<file path="src/rtl/ubg_pkg.sv">
package ubg_pkg;

    localparam int UBG_ADDR_W     = 3;
    localparam int UBG_DATA_W     = 8;
    localparam int UBG_OFS_DATA   = 0;
    localparam int UBG_OFS_IEN    = 1;
    localparam int UBG_OFS_LCTL   = 3;
    localparam int UBG_ACCESS_BIT = 7;

    typedef enum logic [2:0] {
        SEL_NONE  = 3'd0,
        SEL_DATA  = 3'd1,
        SEL_IEN   = 3'd2,
        SEL_DIVLO = 3'd3,
        SEL_DIVHI = 3'd4,
        SEL_LCTL  = 3'd5
    } reg_sel_e;

    typedef struct packed {
        logic                  wr;
        logic                  rd;
        reg_sel_e              sel;
        logic [UBG_DATA_W-1:0] wdata;
    } bus_req_t;

    function automatic logic is_div_sel(reg_sel_e s);
        return (s == SEL_DIVLO) || (s == SEL_DIVHI);
    endfunction

endpackage

</file>
<file path="src/rtl/ubg_decode.sv">
module ubg_decode
    import ubg_pkg::*;
#(
    parameter int ADDR_W = UBG_ADDR_W
) (
    input  logic [ADDR_W-1:0]     addr,
    input  logic                  wr_en,
    input  logic                  rd_en,
    input  logic [UBG_DATA_W-1:0] wdata,
    input  logic                  access,
    output bus_req_t              req
);

    localparam logic [ADDR_W-1:0] A_DATA = ADDR_W'(UBG_OFS_DATA);
    localparam logic [ADDR_W-1:0] A_IEN  = ADDR_W'(UBG_OFS_IEN);
    localparam logic [ADDR_W-1:0] A_LCTL = ADDR_W'(UBG_OFS_LCTL);

    reg_sel_e sel;

    always_comb begin
        if (addr == A_DATA) begin
            sel = access ? SEL_DIVLO : SEL_DATA;
        end else if (addr == A_IEN) begin
            sel = access ? SEL_DIVHI : SEL_IEN;
        end else if (addr == A_LCTL) begin
            sel = SEL_LCTL;
        end else begin
            sel = SEL_NONE;
        end
    end

    always_comb begin
        req.wr    = wr_en;
        req.rd    = rd_en;
        req.sel   = sel;
        req.wdata = wdata;
    end

endmodule

</file>
<file path="src/rtl/ubg_regs.sv">
module ubg_regs
    import ubg_pkg::*;
#(
    parameter int DATA_W = UBG_DATA_W,
    localparam int DIV_W = 2 * DATA_W
) (
    input  logic              clk,
    input  logic              rst,
    input  bus_req_t          req,
    input  logic [DATA_W-1:0] rx_byte,
    output logic [DATA_W-1:0] rdata,
    output logic              rx_rd,
    output logic              tx_wr,
    output logic [DATA_W-1:0] tx_data,
    output logic [DATA_W-1:0] line_ctl,
    output logic [DATA_W-1:0] int_en,
    output logic              access,
    output logic [DIV_W-1:0]  divisor,
    output logic              div_load,
    output logic [DIV_W-1:0]  div_next
);

    logic [DATA_W-1:0] div_lo_q, div_hi_q, lctl_q, ien_q;

    always_ff @(posedge clk) begin
        if (rst) begin
            div_lo_q <= '0;
            div_hi_q <= '0;
            lctl_q   <= '0;
            ien_q    <= '0;
        end else if (req.wr) begin
            case (req.sel)
                SEL_DIVLO: div_lo_q <= req.wdata;
                SEL_DIVHI: div_hi_q <= req.wdata;
                SEL_IEN:   ien_q    <= req.wdata;
                SEL_LCTL:  lctl_q   <= req.wdata;
                default:   ;
            endcase
        end
    end

    always_comb begin
        case (req.sel)
            SEL_DATA:  rdata = rx_byte;
            SEL_IEN:   rdata = ien_q;
            SEL_DIVLO: rdata = div_lo_q;
            SEL_DIVHI: rdata = div_hi_q;
            SEL_LCTL:  rdata = lctl_q;
            default:   rdata = '0;
        endcase
    end

    assign tx_wr    = req.wr && (req.sel == SEL_DATA);
    assign tx_data  = req.wdata;
    assign rx_rd    = req.rd && (req.sel == SEL_DATA);
    assign line_ctl = lctl_q;
    assign int_en   = ien_q;
    assign access   = lctl_q[UBG_ACCESS_BIT];
    assign divisor  = {div_hi_q, div_lo_q};
    assign div_load = req.wr && is_div_sel(req.sel);
    assign div_next = (req.sel == SEL_DIVLO) ? {div_hi_q, req.wdata}
                                             : {req.wdata, div_lo_q};

    AST_TX_KEEPS_DIV: assert property (@(posedge clk) disable iff (rst)
        tx_wr |=> $stable(divisor));
    AST_IEN_KEEPS_DIV: assert property (@(posedge clk) disable iff (rst)
        (req.wr && req.sel == SEL_IEN) |=> $stable(divisor));
    AST_RXRD_NEEDS_CLEAR: assert property (@(posedge clk) disable iff (rst)
        rx_rd |-> !access);
    AST_NONE_NO_CHANGE: assert property (@(posedge clk) disable iff (rst)
        (req.wr && req.sel == SEL_NONE) |=>
            ($stable(divisor) && $stable(lctl_q) && $stable(ien_q)));

endmodule

</file>
<file path="src/rtl/ubg_counter.sv">
module ubg_counter #(
    parameter int DIV_W = 16
) (
    input  logic             clk,
    input  logic             rst,
    input  logic             load,
    input  logic [DIV_W-1:0] load_val,
    input  logic [DIV_W-1:0] divisor,
    output logic             tick
);

    localparam logic [DIV_W-1:0] ONE = DIV_W'(1);

    logic [DIV_W-1:0] cnt_q;
    logic             tick_q;

    always_ff @(posedge clk) begin
        if (rst) begin
            cnt_q  <= '0;
            tick_q <= 1'b0;
        end else if (load) begin
            cnt_q  <= load_val;
            tick_q <= 1'b0;
        end else if (divisor == '0) begin
            tick_q <= 1'b0;
        end else if (cnt_q <= ONE) begin
            cnt_q  <= divisor;
            tick_q <= 1'b1;
        end else begin
            cnt_q  <= cnt_q - ONE;
            tick_q <= 1'b0;
        end
    end

    assign tick = tick_q;

    AST_LOAD_VALUE: assert property (@(posedge clk) disable iff (rst)
        load |=> (cnt_q == $past(load_val)));
    AST_LOAD_NO_TICK: assert property (@(posedge clk) disable iff (rst)
        load |=> !tick);
    AST_ZERO_DIV_HOLD: assert property (@(posedge clk) disable iff (rst)
        (!load && divisor == '0) |=> (!tick && $stable(cnt_q)));
    AST_TICK_RELOADS: assert property (@(posedge clk) disable iff (rst)
        tick |-> (cnt_q == divisor));

endmodule

</file>
<file path="src/rtl/ubg_top.sv">
module ubg_top
    import ubg_pkg::*;
#(
    parameter int ADDR_W = UBG_ADDR_W,
    parameter int DATA_W = UBG_DATA_W,
    localparam int DIV_W = 2 * DATA_W
) (
    input  logic              clk,
    input  logic              rst,
    input  logic [ADDR_W-1:0] addr,
    input  logic [DATA_W-1:0] wdata,
    input  logic              wr_en,
    input  logic              rd_en,
    output logic [DATA_W-1:0] rdata,
    input  logic [DATA_W-1:0] rx_byte,
    output logic              rx_rd,
    output logic              tx_wr,
    output logic [DATA_W-1:0] tx_data,
    output logic [DATA_W-1:0] line_ctl,
    output logic [DATA_W-1:0] int_en,
    output logic              baud_tick
);

    bus_req_t         req;
    logic             access;
    logic [DIV_W-1:0] divisor;
    logic [DIV_W-1:0] div_next;
    logic             div_load;

    ubg_decode #(.ADDR_W(ADDR_W)) u_decode (
        .addr   (addr),
        .wr_en  (wr_en),
        .rd_en  (rd_en),
        .wdata  (wdata),
        .access (access),
        .req    (req)
    );

    ubg_regs #(.DATA_W(DATA_W)) u_regs (
        .clk      (clk),
        .rst      (rst),
        .req      (req),
        .rx_byte  (rx_byte),
        .rdata    (rdata),
        .rx_rd    (rx_rd),
        .tx_wr    (tx_wr),
        .tx_data  (tx_data),
        .line_ctl (line_ctl),
        .int_en   (int_en),
        .access   (access),
        .divisor  (divisor),
        .div_load (div_load),
        .div_next (div_next)
    );

    ubg_counter #(.DIV_W(DIV_W)) u_counter (
        .clk      (clk),
        .rst      (rst),
        .load     (div_load),
        .load_val (div_next),
        .divisor  (divisor),
        .tick     (baud_tick)
    );

    AST_RESET_QUIET: assert property (@(posedge clk)
        rst |=> (!baud_tick && line_ctl == '0 && int_en == '0));

endmodule

</file>
<file path="config.mk">
export PLATFORM = sky130hd
export DESIGN_NAME = ubg_top
export DESIGN_NICKNAME = d
export VERILOG_FILES = /design/src/rtl/ubg_pkg.sv /design/src/rtl/ubg_decode.sv /design/src/rtl/ubg_regs.sv /design/src/rtl/ubg_counter.sv /design/src/rtl/ubg_top.sv
export SDC_FILE = /design/constraint.sdc
export NUM_CORES = 1
export LEC_CHECK = 0
export ABC_AREA = 1
export BUFFER_PORTS_ARGS = -buffer_cell sky130_fd_sc_hd__buf_2
export CAP_MARGIN = 20
export CORE_MARGIN = 5
export CORE_UTILIZATION = 40
export CTS_BUF_LIST = sky130_fd_sc_hd__clkbuf_4 sky130_fd_sc_hd__clkbuf_8
export DETAILED_ROUTE_END_ITERATION = 6
export GPL_TIMING_DRIVEN = 0
export SLEW_MARGIN = 20
export SYNTH_ARGS = -nofsm -noshare
export SYNTH_HDL_FRONTEND = slang
export SYNTH_HIERARCHICAL = 1
export SYNTH_SLANG_ARGS = --single-unit
</file>
<file path="constraint.sdc">
create_clock -name clk -period 2.5 [get_ports clk]
set_clock_uncertainty 0.15 [all_clocks]
set_input_delay 0.25 -clock clk [delete_from_list [all_inputs] [get_ports clk]]
set_output_delay 0.25 -clock clk [all_outputs]
set_load 0.01 [all_outputs]
</file>
Word level (Yosys, flattened, before mapping) --
Cells that the tools add are included.
Storage, ports and cells: register bits after elaboration 49, bits in latches 0, memory bits (writable) 0, ROM bits 0, input bits 23, memories kept 0
Cells by class: add/subtract/negate cells 1, multipliers 0, divide/modulo/power cells 0, magnitude comparators 1, eq/ne operators 8, shift-type cells 0, muxes and demuxes 11, bitwise gates (word level) 0, reductions and logical operators 11
Operator list (number):
- $mux 16 | 4
- $pmux 8 s5 | 1
- $le 16x1->1 const B | 1
- $logic_not 16->1 | 1
- $sub 16x1->16 const B | 1
- $mux 3 | 4
- $eq 3x2->1 const B | 3
- $reduce_and 2->1 | 4
- $eq 3x1->1 const B | 2
- $eq 3x3->1 const B | 2
- $logic_and 1x1->1 | 3
- $logic_not 3->1 | 1
- $reduce_or 3->1 | 1
- $mux 2 | 1
- $ne 2x2->1 const B | 1
- $logic_or 1x1->1 | 1
- $mux 1 | 1

Depth between registers and ports, before layout --
word-level depth 8, gate-level depth with buffers 16

Modules after synthesis --
The synthesis kept the hierarchy.
Modules (own cells, without submodules):
- ubg_regs | times used 1, cells an instance 359, area an instance 2092.0 µm², seq. area each 640.6 µm²
- ubg_counter | times used 1, cells an instance 260, area an instance 1461.4 µm², seq. area each 340.3 µm²
- ubg_decode | times used 1, cells an instance 21, area an instance 121.4 µm², seq. area each 0.0 µm²

Least setup slack after synthesis --
OpenSTA, ideal clock, no wires.
path type reg-to-reg, start point register u_regs.lctl_q[7] (netlist: u_regs/line_ctl[7]), end point register u_counter.cnt_q[5], arrival time 1.984 ns, data required time 2.216 ns, path slack 0.233 ns, stages on the path, launching flop included 13, path buffers 3, period minus slack after synthesis 2.267 ns, cell sequence dfxtp_1 nor2_1 nor3_1 buf_4 nand3_2 buf_6 nand2_1 inv_1 buf_2 nand2_1 inv_1 nand3_1 a21oi_1
RTL lines:
- start, declared | RTL line ubg_regs.sv:23 | logic [DATA_W-1:0] div_lo_q, div_hi_q, lctl_q, ien_q;
- start signal, assigned | RTL line ubg_regs.sv:36 | SEL_LCTL: lctl_q <= req.wdata;
- end signal, assigned | RTL line ubg_counter.sv:22 | cnt_q <= load_val;
- end signal, assigned | RTL line ubg_counter.sv:27 | cnt_q <= divisor;
- end signal, assigned | RTL line ubg_counter.sv:30 | cnt_q <= cnt_q - ONE;
- end, declared | RTL line ubg_counter.sv:14 | logic [DIV_W-1:0] cnt_q;

==> impl_metrics.csv <==
group,metric,value,unit
setup_path,path_cells,"nor2_1 > nor3_2 > buf_6 > buf_4 > buf_2 > nand4_1 > nand2_1 > inv_1 > nand3_1 > buf_2",
clock_network,h-tree-depth,2,
synthesis,synthAdderAreaFrac,0.681,%
sta,period_minus_slack,2.39,ns
synthesis,ys_seq_area_share,26.7,%
placed_design,placedInstanceArea,4050,µm²
sta,hold_viol_final,0,
clock_network,clk_pin_slew,0.10,ns
synthesis,netlist_area,3670,µm²
sta,tightestPinTransition,0.576,ns
synthesis,synth_edf_count,0,
setup_path,crit_arrival,1.99,ns
setup_path,cp_slowest_stage_delay,0.38,ns
setup_path,critPathRequiredTime,2.10,ns
route,drt-total-wl,11000,µm
sta,rsz0062_at_grt,"no",
cells_and_area,layout_common_cells,"nand2_1, nor2_1, inv_1",
pwr,p_leak,2.23,nW
cells_and_area,antennaDiodeCount,0,
synthesis,synthXorXnorAreaFrac,0.953,%
floorplanning,ioPinCount,58,
placed_design,io_buffers,47,
clock_network,ctsLongestPathBuffers,2,
setup_path,cp_common_cell,"buf_2",
grt,overflow,0,
route,antenna_left,0,
setup_path,start_kind,"flip-flop",
setup_path,critical_path_class,"reg -> out",
cells_and_area,fin_area,4220,µm²
synthesis,ys.flop_type,"dfxtp_1",
cells_and_area,mostFrequentLayoutCell,"nand2_1",
setup_path,end_kind,"output pin",
synthesis,synthMuxAreaShare,0,%
synthesis,avgSynthCellArea,5.74,µm²
clock_network,clock_latency,0.31,ns
clock_network,cts_made_buffers,5,
grt,grt_pass1_vias,3692,
grt,grt_usage,19.7,%
route,avgViaCountPerCell,4.89,
floorplanning,core.rowCount,35,
route,avgRoutedWirePerCell,13.5,µm
cells_and_area,synthToLayoutAreaGrowth,14.8,%
sta,setup_viol,0,
pwr,peakVddDrop,0.343,mV
cells_and_area,postLayoutCoreUtil,46.3,%
route,dr.first_iter.drc_count,219,
floorplanning,core,9110,µm²
synthesis,yosys.area_share.simple,45.3,%
cells_and_area,finalNetCount,726,
setup_path,crit_buf_inv,5,
route,vias,3975,
cells_and_area,nFillCells,998,
synthesis,async_flop_share,0,%
synthesis,synth_top_family_by_area,"simple AND/OR/NAND/NOR gates",
synthesis,synth.distinct_cells,31,
floorplanning,die_x,106,µm
synthesis,synth_seq_cells,49,
grt,grt_max_degree,16,
sta,drv_slew,0,
floorplanning,die_h,106,µm
cells_and_area,drive_gt1_share,18.1,%
setup_path,crit_fanout,10,
synthesis,postSynthCellCount,640,
flow_run,drv_cap,0,
floorplanning,start_util,40.3,%
route,dr.pass1.iters,7,
clock_network,clock_sinks,49,
setup_path,critPathSlowestCell,"dfxtp_2",
setup_path,crit_family,"buffers and inverters",
sta,slew-limit-headroom,61.6,%
grt,grt_antenna_before_repair,0,
synthesis,syn-num-nets,665,
clock_network,cts_tree,"built",
placed_design,place_congestion,0.880,
synthesis,yosysWarnings,6,
floorplanning,dieArea,11200,µm²
sta,fin_crit_sh,95.5,%
route,drc,0,
status,outcome,"complete, no violations",
clock_network,cts_root_buf,"clkbuf_8",
hold_path,worst_hold_path_type,"in -> reg",
pwr,power_density,857,nW/µm²
grt,grt_pass1_wl,18100,µm
placed_design,place_hpwl,8720,µm
sta,timing.fmax,0.419,GHz
synthesis,synth_compound_area_share,8.85,%
-- area by class of cell --
cell class	count	area (µm²)	share of cell area, %
Timing Repair Buffer	54	288	6.82
Tap cell	111	139	3.29
Clock buffer	5	68.8	1.63
Buffer	42	288	6.82
Multi-Input combinational cell	450	2070	48.9
Inverter	99	372	8.81
Sequential cell	49	982	23.3
Clock inverter	3	17.5	0.415
-- synthesized netlist by cell type, types with 2 or more instances --
cell	number	area [µm²]
nand2_1	158	593
nor2_1	130	488
inv_1	96	360
nand3_1	50	250
dfxtp_1	49	981
o21ai_0	27	135
a21oi_1	25	125
nand4_1	21	131
buf_4	20	150
buf_2	9	45.0
clkbuf_1	8	30.0
nor2_2	7	43.8
buf_6	4	45.0
nor2_4	4	45.0
o21ai_1	4	20.0
xor2_1	4	35.0
nor3_1	3	15.0
a21oi_2	2	17.5
ha_1	2	25.0
inv_2	2	7.51
nand2_2	2	12.5
nand3_2	2	20.0
o211ai_1	2	15.0
or2_2	2	12.5
-- layer usage --
layer / wire (µm) / GRT usage (%)
met5: 0 / 0
met4: 350 / 6.75
met3: 520 / 2.51
met2: 5000 / 33.0
met1: 5110 / 26.0
-- path summary, 6_finish.rpt --
kind | start | end | slack, ns | cells after the start
max | u_regs/line_ctl[7]$_SDFFE_PP0P_ | rdata[5] | 0.11 | 10
min | wdata[5] | u_regs/div_hi_q[5]$_SDFFE_PP0P_ | 0.05 | 3
max reg2reg | u_regs/line_ctl[7]$_SDFFE_PP0P_ | u_counter/cnt_q[3]$_SDFFE_PP0P_ | 0.25 | 13
min reg2reg | u_regs/int_en[7]$_SDFFE_PP0P_ | u_regs/int_en[7]$_SDFFE_PP0P_ | 0.36 | 2
-- what timing repair did --
action | 4_1_cts | 5_1_grt
gates cloned | 0 | 0
hold buffers | 0 | 0
setup buffers | 4 | 3
pin swaps | 2 | 2
endpoints found under the setup margin | 24 | 23
resized for setup | 5 | 9
-- report_power, final --
part	switching (mW)	total [mW]	internal (mW)
Sequential	0.138	1.04	0.904
Combinational	1.33	2.10	0.777
Clock	0.279	0.473	0.194
-- cell families after synthesis --
group,count (synthesis)
flip-flops,49
XOR/XNOR,4
AND/OR/NAND/NOR,383
buffers and inverters,141
AO/OA/AOI/OAI,61
adder cells (fa/ha/maj),2
-- worst reg2reg max path, cell delays in order, from the launching register on --
cell and delay [ns]:
dfxtp_2 0.36, nor2_1 0.15, nand2_1 0.09, nand2_2 0.15
nand2_1 0.11, nor2_4 0.17, nand2_4 0.11, nand2_1 0.17
inv_1 0.07, clkbuf_4 0.19, o21ai_0 0.22, inv_1 0.06
nand2_1 0.06, a21oi_1 0.05
-- stage by stage --
step / power (mW) / hold WS [ns] / std cells / setup slack (ns) / TNS, ns
after global placement: 3.11 / 0.346 / 798 / -0.290 / -3.17
after global routing: 4.01 / 0.0595 / 813 / 0.00585 / 0
after floorplan: 2.67 / 0.169 / 640 / 0.233 / 0
after CTS: 3.61 / 0.0498 / 810 / 0.00849 / 0
after detailed placement: 3.13 / 0.349 / 798 / -0.303 / -3.42
final: 3.62 / 0.0522 / 813 / 0.112 / 0
-- registers in the layout, indices dropped and copies added (netlist names) --
register         count
u_regs/int_en        8
u_regs/div_hi_q      8
u_regs/div_lo_q      8
u_regs/line_ctl      8
u_counter/tick       1
u_counter/cnt_q     16
(Power assumes the default switching activity.)
